--- config.mk ---
export PLATFORM = sky130hd
export DESIGN_NAME = audio_serial_rx
export DESIGN_NICKNAME = d
export VERILOG_FILES = /design/src/rtl/aud_rx_pkg.sv /design/src/rtl/aud_rx_clkgen.sv /design/src/rtl/aud_rx_insync.sv /design/src/rtl/aud_rx_deframer.sv /design/src/rtl/audio_serial_rx.sv
export SDC_FILE = /design/constraint.sdc
export NUM_CORES = 1
export LEC_CHECK = 0
export ABC_AREA = 1
export CAP_MARGIN = 10
export CORE_ASPECT_RATIO = 1.1
export CORE_MARGIN = 10
export CORE_UTILIZATION = 45
export DETAILED_ROUTE_END_ITERATION = 8
export GPL_TIMING_DRIVEN = 0
export PLACE_DENSITY = 0.62
export SLEW_MARGIN = 10
export SYNTH_ARGS = -nofsm -noshare
export SYNTH_HDL_FRONTEND = slang
export SYNTH_SLANG_ARGS = --single-unit
--- constraint.sdc ---
create_clock -name clk -period 2.8 [get_ports clk]
set_input_delay 0.42 -clock clk [delete_from_list [all_inputs] [get_ports clk]]
set_output_delay 0.42 -clock clk [all_outputs]
set_load 0.03 [all_outputs]
--- src/rtl/aud_rx_pkg.sv ---
package aud_rx_pkg;
  localparam int MAX_W = 24;
  localparam int WB_W  = $clog2(MAX_W + 1);

  typedef enum logic [1:0] {
    FMT_I2S = 2'd0,
    FMT_LJ  = 2'd1,
    FMT_RJ  = 2'd2,
    FMT_DSP = 2'd3
  } fmt_e;

  function automatic logic [WB_W-1:0] word_bits(input logic [1:0] code);
    case (code)
      2'd0:    return WB_W'(16);
      2'd1:    return WB_W'(18);
      2'd2:    return WB_W'(20);
      default: return WB_W'(24);
    endcase
  endfunction
endpackage

--- src/rtl/aud_rx_clkgen.sv ---
module aud_rx_clkgen
  import aud_rx_pkg::*;
#(
  parameter int DIV_LOG2  = 2,
  parameter int HALF_LOG2 = 5
) (
  input  logic clk,
  input  logic rst_n,
  input  logic cfg_master,
  input  fmt_e cfg_fmt,
  output logic bclk_o,
  output logic lr_o
);
  localparam int CW = DIV_LOG2 + HALF_LOG2 + 1;

  logic [CW-1:0] cnt_q, cnt_n;
  logic          lr_q, lr_n;

  always_comb begin
    cnt_n = cfg_master ? cnt_q + CW'(1) : '0;
    if (!cfg_master) begin
      lr_n = 1'b0;
    end else begin
      case (cfg_fmt)
        FMT_DSP: lr_n = (cnt_n[CW-1:DIV_LOG2] == '0);
        FMT_I2S: lr_n = cnt_n[CW-1];
        default: lr_n = ~cnt_n[CW-1];
      endcase
    end
  end

  always_ff @(posedge clk or negedge rst_n) begin
    if (!rst_n) begin
      cnt_q <= '0;
      lr_q  <= 1'b0;
    end else begin
      cnt_q <= cnt_n;
      lr_q  <= lr_n;
    end
  end

  assign bclk_o = cnt_q[DIV_LOG2-1];
  assign lr_o   = lr_q;


  bclk_high_chk: assert property (@(posedge clk) disable iff (!rst_n)
    (cfg_master && $rose(bclk_o)) |=> bclk_o);


  lr_on_fall_chk: assert property (@(posedge clk) disable iff (!rst_n)
    (cfg_master && $past(cfg_master) && cnt_q != CW'(1) && lr_q != $past(lr_q))
      |-> $fell(bclk_o));


  slave_quiet_chk: assert property (@(posedge clk) disable iff (!rst_n)
    (!cfg_master && !$past(cfg_master)) |-> (!bclk_o && !lr_o));
endmodule

--- src/rtl/aud_rx_insync.sv ---
module aud_rx_insync #(
  parameter int STAGES = 2
) (
  input  logic clk,
  input  logic rst_n,
  input  logic cfg_master,
  input  logic bclk_gen,
  input  logic lr_gen,
  input  logic bclk_ext,
  input  logic lr_ext,
  input  logic sd_ext,
  output logic bit_evt,
  output logic lr_s,
  output logic sd_s
);
  logic [STAGES:0]   bclk_q, bclk_n;
  logic [STAGES-1:0] lr_q, lr_n;
  logic [STAGES-1:0] sd_q, sd_n;
  logic              bclk_src, lr_src;

  always_comb begin
    bclk_src = cfg_master ? bclk_gen : bclk_ext;
    lr_src   = cfg_master ? lr_gen   : lr_ext;
    bclk_n   = {bclk_q[STAGES-1:0], bclk_src};
    lr_n     = {lr_q[STAGES-2:0], lr_src};
    sd_n     = {sd_q[STAGES-2:0], sd_ext};
  end

  always_ff @(posedge clk or negedge rst_n) begin
    if (!rst_n) begin
      bclk_q <= '0;
      lr_q   <= '0;
      sd_q   <= '0;
    end else begin
      bclk_q <= bclk_n;
      lr_q   <= lr_n;
      sd_q   <= sd_n;
    end
  end

  assign bit_evt = bclk_q[STAGES-1] & ~bclk_q[STAGES];
  assign lr_s    = lr_q[STAGES-1];
  assign sd_s    = sd_q[STAGES-1];


  evt_gap_chk: assert property (@(posedge clk) disable iff (!rst_n)
    bit_evt |=> !bit_evt);
endmodule

--- src/rtl/aud_rx_deframer.sv ---
module aud_rx_deframer
  import aud_rx_pkg::*;
(
  input  logic              clk,
  input  logic              rst_n,
  input  fmt_e              cfg_fmt,
  input  logic [1:0]        cfg_wlen,
  input  logic              bit_evt,
  input  logic              lr_s,
  input  logic              sd_s,
  output logic [MAX_W-1:0]  left_out,
  output logic [MAX_W-1:0]  right_out,
  output logic              frame_valid
);
  localparam int IDX_W = $clog2(2 * MAX_W + 1) + 1;
  localparam logic [IDX_W-1:0] IDX_MAX = '1;

  logic             lr_prev_q, lr_prev_n;
  logic [IDX_W-1:0] idx_q, idx_n, idx_cur;
  logic [MAX_W-1:0] sh_q, sh_n, with_d, src, mask, aligned;
  logic [MAX_W-1:0] hold_q, hold_n, left_q, left_n, right_q, right_n;
  logic             have_left_q, have_left_n, valid_q, valid_n;
  logic [WB_W-1:0]  wbits, pad_sh;
  logic [IDX_W-1:0] w_idx, w2_idx;
  logic             trans, cap, cap_left;

  always_comb begin
    wbits   = word_bits(cfg_wlen);
    pad_sh  = WB_W'(MAX_W) - wbits;
    w_idx   = IDX_W'(wbits);
    w2_idx  = IDX_W'({wbits, 1'b0});
    mask    = ~({MAX_W{1'b1}} << wbits);
    trans   = (cfg_fmt == FMT_DSP) ? (lr_s & ~lr_prev_q) : (lr_s ^ lr_prev_q);
    idx_cur = trans ? '0 : ((idx_q == IDX_MAX) ? idx_q : idx_q + IDX_W'(1));
    with_d  = {sh_q[MAX_W-2:0], sd_s};

    case (cfg_fmt)
      FMT_I2S: begin
        cap = (idx_cur == w_idx);  cap_left = ~lr_s;      src = with_d;
      end
      FMT_LJ: begin
        cap = (idx_cur == w_idx - IDX_W'(1)); cap_left = lr_s; src = with_d;
      end
      FMT_RJ: begin
        cap = trans;               cap_left = lr_prev_q;  src = sh_q;
      end
      default: begin
        cap = (idx_cur == w_idx) || (idx_cur == w2_idx);
        cap_left = (idx_cur == w_idx);
        src = with_d;
      end
    endcase
    cap     = cap & bit_evt;
    aligned = (src & mask) << pad_sh;

    lr_prev_n   = lr_prev_q;
    idx_n       = idx_q;
    sh_n        = sh_q;
    hold_n      = hold_q;
    have_left_n = have_left_q;
    left_n      = left_q;
    right_n     = right_q;
    valid_n     = 1'b0;

    if (bit_evt) begin
      lr_prev_n = lr_s;
      idx_n     = idx_cur;
      sh_n      = with_d;
    end
    if (cap && cap_left) begin
      hold_n      = aligned;
      have_left_n = 1'b1;
    end
    if (cap && !cap_left && have_left_q) begin
      left_n      = hold_q;
      right_n     = aligned;
      valid_n     = 1'b1;
      have_left_n = 1'b0;
    end
  end

  always_ff @(posedge clk or negedge rst_n) begin
    if (!rst_n) begin
      lr_prev_q   <= 1'b0;
      idx_q       <= '0;
      sh_q        <= '0;
      hold_q      <= '0;
      have_left_q <= 1'b0;
      left_q      <= '0;
      right_q     <= '0;
      valid_q     <= 1'b0;
    end else begin
      lr_prev_q   <= lr_prev_n;
      idx_q       <= idx_n;
      sh_q        <= sh_n;
      hold_q      <= hold_n;
      have_left_q <= have_left_n;
      left_q      <= left_n;
      right_q     <= right_n;
      valid_q     <= valid_n;
    end
  end

  assign left_out    = left_q;
  assign right_out   = right_q;
  assign frame_valid = valid_q;


  strobe_pulse_chk: assert property (@(posedge clk) disable iff (!rst_n)
    frame_valid |=> !frame_valid);


  out_move_chk: assert property (@(posedge clk) disable iff (!rst_n)
    (left_out != $past(left_out) || right_out != $past(right_out)) |-> frame_valid);


  low_zero_chk: assert property (@(posedge clk) disable iff (!rst_n)
    frame_valid |-> (((left_out | right_out) & ~({MAX_W{1'b1}} << pad_sh)) == '0));
endmodule

--- src/rtl/audio_serial_rx.sv ---
module audio_serial_rx
  import aud_rx_pkg::*;
#(
  parameter int DIV_LOG2    = 2,
  parameter int HALF_LOG2   = 5,
  parameter int SYNC_STAGES = 2
) (
  input  logic              clk,
  input  logic              rst_n,
  input  logic [1:0]        cfg_fmt,
  input  logic [1:0]        cfg_wlen,
  input  logic              cfg_master,
  input  logic              bclk_in,
  input  logic              lrclk_in,
  input  logic              sdata_in,
  output logic              bclk_out,
  output logic              lrclk_out,
  output logic [MAX_W-1:0]  left_out,
  output logic [MAX_W-1:0]  right_out,
  output logic              frame_valid
);
  fmt_e fmt;
  logic bclk_gen, lr_gen, bit_evt, lr_s, sd_s;

  assign fmt = fmt_e'(cfg_fmt);

  aud_rx_clkgen #(.DIV_LOG2(DIV_LOG2), .HALF_LOG2(HALF_LOG2)) u_clkgen (
    .clk(clk), .rst_n(rst_n), .cfg_master(cfg_master), .cfg_fmt(fmt),
    .bclk_o(bclk_gen), .lr_o(lr_gen)
  );

  aud_rx_insync #(.STAGES(SYNC_STAGES)) u_sync (
    .clk(clk), .rst_n(rst_n), .cfg_master(cfg_master),
    .bclk_gen(bclk_gen), .lr_gen(lr_gen),
    .bclk_ext(bclk_in), .lr_ext(lrclk_in), .sd_ext(sdata_in),
    .bit_evt(bit_evt), .lr_s(lr_s), .sd_s(sd_s)
  );

  aud_rx_deframer u_deframe (
    .clk(clk), .rst_n(rst_n), .cfg_fmt(fmt), .cfg_wlen(cfg_wlen),
    .bit_evt(bit_evt), .lr_s(lr_s), .sd_s(sd_s),
    .left_out(left_out), .right_out(right_out), .frame_valid(frame_valid)
  );

  assign bclk_out  = bclk_gen;
  assign lrclk_out = lr_gen;
endmodule

After elaboration in Yosys (flattened, before gate mapping)
Index checks and enable logic that the tools add are counted.
Widths: inputs -> output; s select.
{ "word_totals": {"elab_cells": 62, "in_bits": 10, "register_bits": 122, "output_inout_bits": 51} }
{ "op_classes": {"shift": 2, "mux": 15, "addsub": 4, "n_eq_ne": 9, "bitwise_logic": 10, "reduce_logical": 9} }
{ "op_table": {"columns": ["op", "count"], "rows": [
  ["$and 24x24->24", 1],
  ["$mux 24", 1],
  ["$not 24->24", 1],
  ["$shl 24x5->24", 1],
  ["$shl 24x5->24 const A", 1],
  ["$mux 7", 2],
  ["$pmux 4 s3", 1],
  ["$add 8x1->8 const B", 1],
  ["$mux 8", 1],
  ["$add 7x1->7 const B", 1],
  ["$eq 7x5->1", 1],
  ["$eq 7x6->1", 1],
  ["$eq 7x7->1", 1],
  ["$eq 7x7->1 const B", 1],
  ["$mux 1", 7],
  ["$eq 2x2->1 const B", 3],
  ["$logic_not 6->1", 1],
  ["$pmux 1 s3", 2],
  ["$sub 5x1->6 const B", 1],
  ["$sub 5x5->5 const A", 1],
  ["$eq 2x1->1 const B", 2],
  ["$logic_not 2->1", 2],
  ["$not 1->1", 4],
  ["$and 1x1->1", 3],
  ["6 further kinds", 8]
]} }

Longest topological paths before layout
{ "depth": {"ltp_word": 11, "mapped_depth": 19, "mapped_depth_nobuf": 17} }

By module
A second synthesis with hierarchy kept.
{ "hier_totals": {"cells_unflattened": 868, "hier_area_um2": 6528.8} }
{ "modules_own_cells": {"columns": ["module", "cells_per_inst", "seq_area_each_um2", "instances", "area_each_um2"], "rows": [
  ["aud_rx_deframer", 784, 2652.5, 1, 5799.3],
  ["aud_rx_clkgen", 68, 225.2, 1, 520.5],
  ["aud_rx_insync", 16, 175.2, 1, 209.0]
]} }

Worst setup path before layout
Ideal clock, no wire load.
{ "synth_path": {"path_kind": "input to register", "start": "input port cfg_fmt[0]", "end": "register u_deframe.right_q[14], in the netlist u_deframe.right_out[14]", "setup_slack_ns": 0.592, "stages": 18, "arrival_ns": 2.091, "cell_sequence": "ha_1 inv_2 nand2_2 o21ai_2 buf_4 nand3_2 nand2_1 nand2_1 nor2_2 nand2_1 nand3_1 nand2_1 inv_2 nand3_2 buf_6 buf_6 nand2_1 nand2_1"} }
{ "synth_between": {"elab_chain_cells": 9, "word_cells_on_any_way": 19} }
{ "synth_rtl": {"columns": ["item", "line", "source"], "rows": [
  ["from (decl)", "audio_serial_rx.sv:10", "input logic [1:0] cfg_fmt,"],
  ["$eq 2x2->1", "aud_rx_deframer.sv:33", "trans = (cfg_fmt == FMT_DSP) ? (lr_s & ~lr_prev_q) : (lr_s ^ lr_prev_q);"],
  ["$mux 1", "aud_rx_deframer.sv:33", null],
  ["$mux 7", "aud_rx_deframer.sv:34", "idx_cur = trans ? '0 : ((idx_q == IDX_MAX) ? idx_q : idx_q + IDX_W'(1));"],
  ["$eq 7x5->1 / $eq 7x6->1 (equally long branches)", "aud_rx_deframer.sv:39, aud_rx_deframer.sv:48, aud_rx_deframer.sv:49", null],
  ["$logic_or 1x1->1", "aud_rx_deframer.sv:48", "cap = (idx_cur == w_idx) || (idx_cur == w2_idx);"],
  ["$pmux 1 s3", "aud_rx_deframer.sv:37", "case (cfg_fmt)"],
  ["$and 1x1->1", "aud_rx_deframer.sv:53", "cap = cap & bit_evt;"],
  ["$logic_and 1x1->1 (2 in a row)", "aud_rx_deframer.sv:74", "if (cap && !cap_left && have_left_q) begin"],
  ["to (signal assigned)", "aud_rx_deframer.sv:99", "right_q <= right_n;"],
  ["to (decl)", "aud_rx_deframer.sv:21", "logic [MAX_W-1:0] hold_q, hold_n, left_q, left_n, right_q, right_n;"]
]} }
Several ways; a longest one is shown, not always the timed one.
A chain may end at the register's enable or synchronous reset.

Final worst setup path
{ "layout_path": {"start": "register u_sync.lr_q[1]", "end": "register u_deframe.right_q[13], in the netlist u_deframe.right_out[13]"} }
{ "layout_between": {"elab_chain_cells": 9, "word_cells_on_any_way": 15} }
{ "layout_rtl": {"columns": ["item", "line", "source"], "rows": [
  ["from (decl)", "aud_rx_insync.sv:17", "logic [STAGES-1:0] lr_q, lr_n;"],
  ["from (signal assigned)", "aud_rx_insync.sv:36", "lr_q <= lr_n;"],
  ["$xor 1x1->1 / $and 1x1->1 (equally long branches)", "aud_rx_deframer.sv:33", null],
  ["$mux 1", "aud_rx_deframer.sv:33", null],
  ["$mux 7", "aud_rx_deframer.sv:34", null],
  ["$eq 7x5->1 / $eq 7x6->1 (equally long branches)", "aud_rx_deframer.sv:39, aud_rx_deframer.sv:48, aud_rx_deframer.sv:49", null],
  ["$logic_or 1x1->1", "aud_rx_deframer.sv:48", null],
  ["$pmux 1 s3", "aud_rx_deframer.sv:37", null],
  ["$and 1x1->1", "aud_rx_deframer.sv:53", null],
  ["$logic_and 1x1->1 (*) (2 in a row)", "aud_rx_deframer.sv:74", null]
]} }
Mark *: on every way between the ends. The rest lies on a longest branch, timed or not.

==> flow_summary.json <==
{
  "arrival_ps": 2950,
  "nNetsFinal": 943,
  "dieArea_sq_um": 19630,
  "synth_cells": 843,
  "io_pins": 61,
  "yosys.area.top_type": "dfrtp_1",
  "clk_latency_ps": 420,
  "path_cells": "ha_1 -> o21ai_1 -> nor2_1 -> nand2_2 -> nand2_1 -> nand2_1 -> nand2_1 -> nor2_2 -> nand3_2 -> nand2_4 -> nor2_4 -> buf_4 -> buf_4 -> nand4_1 -> nand2_1",
  "cts_sinks": 122,
  "grt_max_degree": 64,
  "dp.cells": 1091,
  "synth.avg_cell_area_sq_um": 7.699,
  "tightest_slew_ps": 617.4,
  "crit_top_cell": "nand2_1",
  "p_leak_uw": 0.003935,
  "vias_per_cell": 5.196,
  "max_freq_mhz": 386.2,
  "synth_area_leaders": "dfrtp_1 47%, nand2_1 18%, nand4_1 7.3%, o21ai_0 7.1%, inv_1 3.1%",
  "die_height_microns": 146.0,
  "grtUsageTotal_pct": 18.58,
  "syn_nets": 866,
  "ant_nets": 0,
  "drive_above_1_share_pct": 10.08,
  "clk_pin_slew_ps": 60,
  "antenna_found_initial": 0,
  "synth_edf_count": 0,
  "powerDensity_nw_per_um2": 735.8,
  "ys_types": 34,
  "worst_slack_ps": 210.4,
  "synth_ff_type": "dfrtp_1",
  "place.gp.congestion": 0.9727,
  "timing.slew.headroom_pct": 58.41,
  "peakVddDrop_mv": 0.3316,
  "utilization_pct": 57.00,
  "critPathKind": "flop to flop",
  "start_util_pct": 46.48,
  "vias": 5825,
  "cts.path.max_buffers": 2,
  "r2r_setup_slack_ps": 210,
  "cts_root_buf": "clkbuf_16",
  "whs_ps": 356.6,
  "cts_tree": "done",
  "placement.io_buffers": 59,
  "critPathLaunchType": "flop",
  "dp_slack_ps": -585.8,
  "skew_ps": 8.933,
  "synth_top_area_share_pct": 47.04,
  "hold_path_class": "flop to flop",
  "critical_path_required_ps": 3160,
  "slew_violations": 0,
  "setup_viol": 0,
  "hold_viol_final": 0,
  "async_reset_ff_share_pct": 100.0,
  "slowest_stage": "dfrtp_1",
  "stdcell_count": 1121,
  "n_antenna_cell": 0,
  "worstPathMaxFanout": 10,
  "synth-seq-area-share_pct": 47.04,
  "dp_hpwl_microns": 13760,
  "max_cap_viol_count": 0,
  "grt_pass1_vias": 5760,
  "core_area_sq_um": 13960,
  "syn-cell-area_sq_um": 6490,
  "endpoint_kind": "flop",
  "synth_seq_cells": 122,
  "critPathMaxStageDelay_ps": 420,
  "h-tree-depth": 4,
  "yosysWarnings": 0,
  "drc_errors": 0,
  "grt-ovfl-total": 0,
  "die-width_microns": 134.5,
  "period_share_pct": 92.48,
  "post_drt_wl_per_cell_microns": 15.87,
  "drt_pre_antenna_iters": 5,
  "status": "completed",
  "drt_wl_total_microns": 17790,
  "total_power_uw": 5856,
  "rsz0062_at_grt": "false",
  "drt_iter0_drc": 437,
  "area_growth_pct": 22.63,
  "grt_pass1_wl_microns": 29480,
  "row_count": 45,
  "numCtsBuffers": 17,
  "period_minus_slack_ps": 2590
}
==> Yosys cell counts, types with 11 or more instances <==
cell      count
nand2_1     313
dfrtp_1     122
o21ai_0      92
nand4_1      76
inv_1        53
nor2_1       38
clkbuf_1     27
nand3_1      24
buf_2        15
ha_1         13
a21oi_1      11
buf_4        11
==> cells in the final DEF (no fill, tap or decap), drive strengths merged, types with 4 or more instances in the layout <==
cell type	netlist	layout
a21oi	11	11
buf	29	30
clkbuf	27	43
clkdlybuf4s50	0	56
clkinv	1	9
dfrtp	122	122
ha	13	13
inv	56	58
mux2i	6	6
nand2	319	319
nand3	30	30
nand4	76	76
nor2	43	43
o211ai	4	4
o21ai	93	93
==> report_power, final <==
group / internal [uW] / switching [uW] / leakage (uW) / total, uW
Clock: 1310 / 825 / 0.000280 / 2140
Sequential: 2020 / 186 / 0.00166 / 2200
Combinational: 491 / 1030 / 0.00199 / 1520
Total: 3820 / 2040 / 0.00394 / 5860
==> kinds of logic (layout without fill, tap and decap cells) <==
| group | count (synthesis) | in the layout | share of synthesized area [%] |
|---|---|---|---|
| simple gates | 474 | 474 | 32.29 |
| mux | 6 | 6 | 0.9254 |
| compound gates | 114 | 114 | 9.293 |
| buf+inv | 113 | 203 | 7.808 |
| fa+ha+maj | 13 | 13 | 2.506 |
| xor+xnor | 1 | 1 | 0.1350 |
| flops | 122 | 122 | 47.04 |
==> path summary, 6_finish.rpt <==
| check | startpoint | endpoint | cells after the start |
|---|---|---|---|
| max | u_sync.lr_q[1]$_DFF_PN0_ | u_deframe.right_out[13]$_DFFE_PN0P_ | 15 |
| min | u_sync.lr_q[0]$_DFF_PN0_ | u_sync.lr_q[1]$_DFF_PN0_ | 0 |
| max reg2reg | u_sync.lr_q[1]$_DFF_PN0_ | u_deframe.right_out[13]$_DFFE_PN0P_ | 15 |
| min reg2reg | u_sync.lr_q[0]$_DFF_PN0_ | u_sync.lr_q[1]$_DFF_PN0_ | 0 |
| max in group asynchronous | rst_n | u_deframe.idx_q[0]$_DFFE_PN0P_ | 3 |
| min in group asynchronous | rst_n | u_deframe.left_out[3]$_DFFE_PN0P_ | 2 |
==> cell type report <==
class                           instances  area, sq um
Buffer                                 53        290.3
Clock buffer                           18        429.2
Clock inverter                         14        147.6
Fill cell                            1394         6005
Inverter                               57        215.2
Multi-Input combinational cell        608         2953
Sequential cell                       122         3054
Tap cell                              188        235.2
Timing Repair Buffer                   61        634.4
==> worst max-delay path, delay by kind of cell (launching register included) <==
| family | cells | cell delay (ps) |
|---|---|---|
| fa+ha+maj | 1 | 340 |
| flops | 1 | 420 |
| buf+inv | 2 | 410 |
| simple gates | 11 | 1270 |
| compound gates | 1 | 100 |
==> stage by stage <==
| stage | setup TNS, ps | area, sq um |
|---|---|---|
| 6_report | 0 | 7959 |
| 5_1_grt | 0 | 7959 |
| 4_1_cts | 0 | 7931 |
| 3_5_place_dp | -37700 | 7345 |
| 3_3_place_gp | -425800 | 7316 |
| 2_1_floorplan | 0 | 6490 |
==> registers in the layout (all words and copies together) (netlist names) <==
name,cells
u_sync.lr_q,2
u_deframe.frame_valid,1
u_deframe.right_out,24
u_sync.sd_q,2
u_clkgen.cnt_q,8
u_deframe.left_out,24
u_deframe.idx_q,7
u_clkgen.lr_o,1
u_deframe.hold_q,24
u_deframe.lr_prev_q,1
u_deframe.have_left_q,1
u_deframe.sh_q,24
u_sync.bclk_q,3
==> repair_timing <==
item	in CTS	in global routing
setup endpoints to repair	73	72
pin swaps	0	1
buffers inserted	0	0
gates resized for setup	2	20
endpoints found under the hold margin	54	0
hold buffers	1	0
==> metal layers <==
metal  part of all wire, %  vias up  track usage [%]
li1                      -     2941                -
met1                    44     2717            22.45
met2                    48      130            30.24
met3                   4.4       37            4.345
met4                   3.6        0            9.150
met5                     0        -                0
No activity file was read; power rests on OpenSTA's default activity.
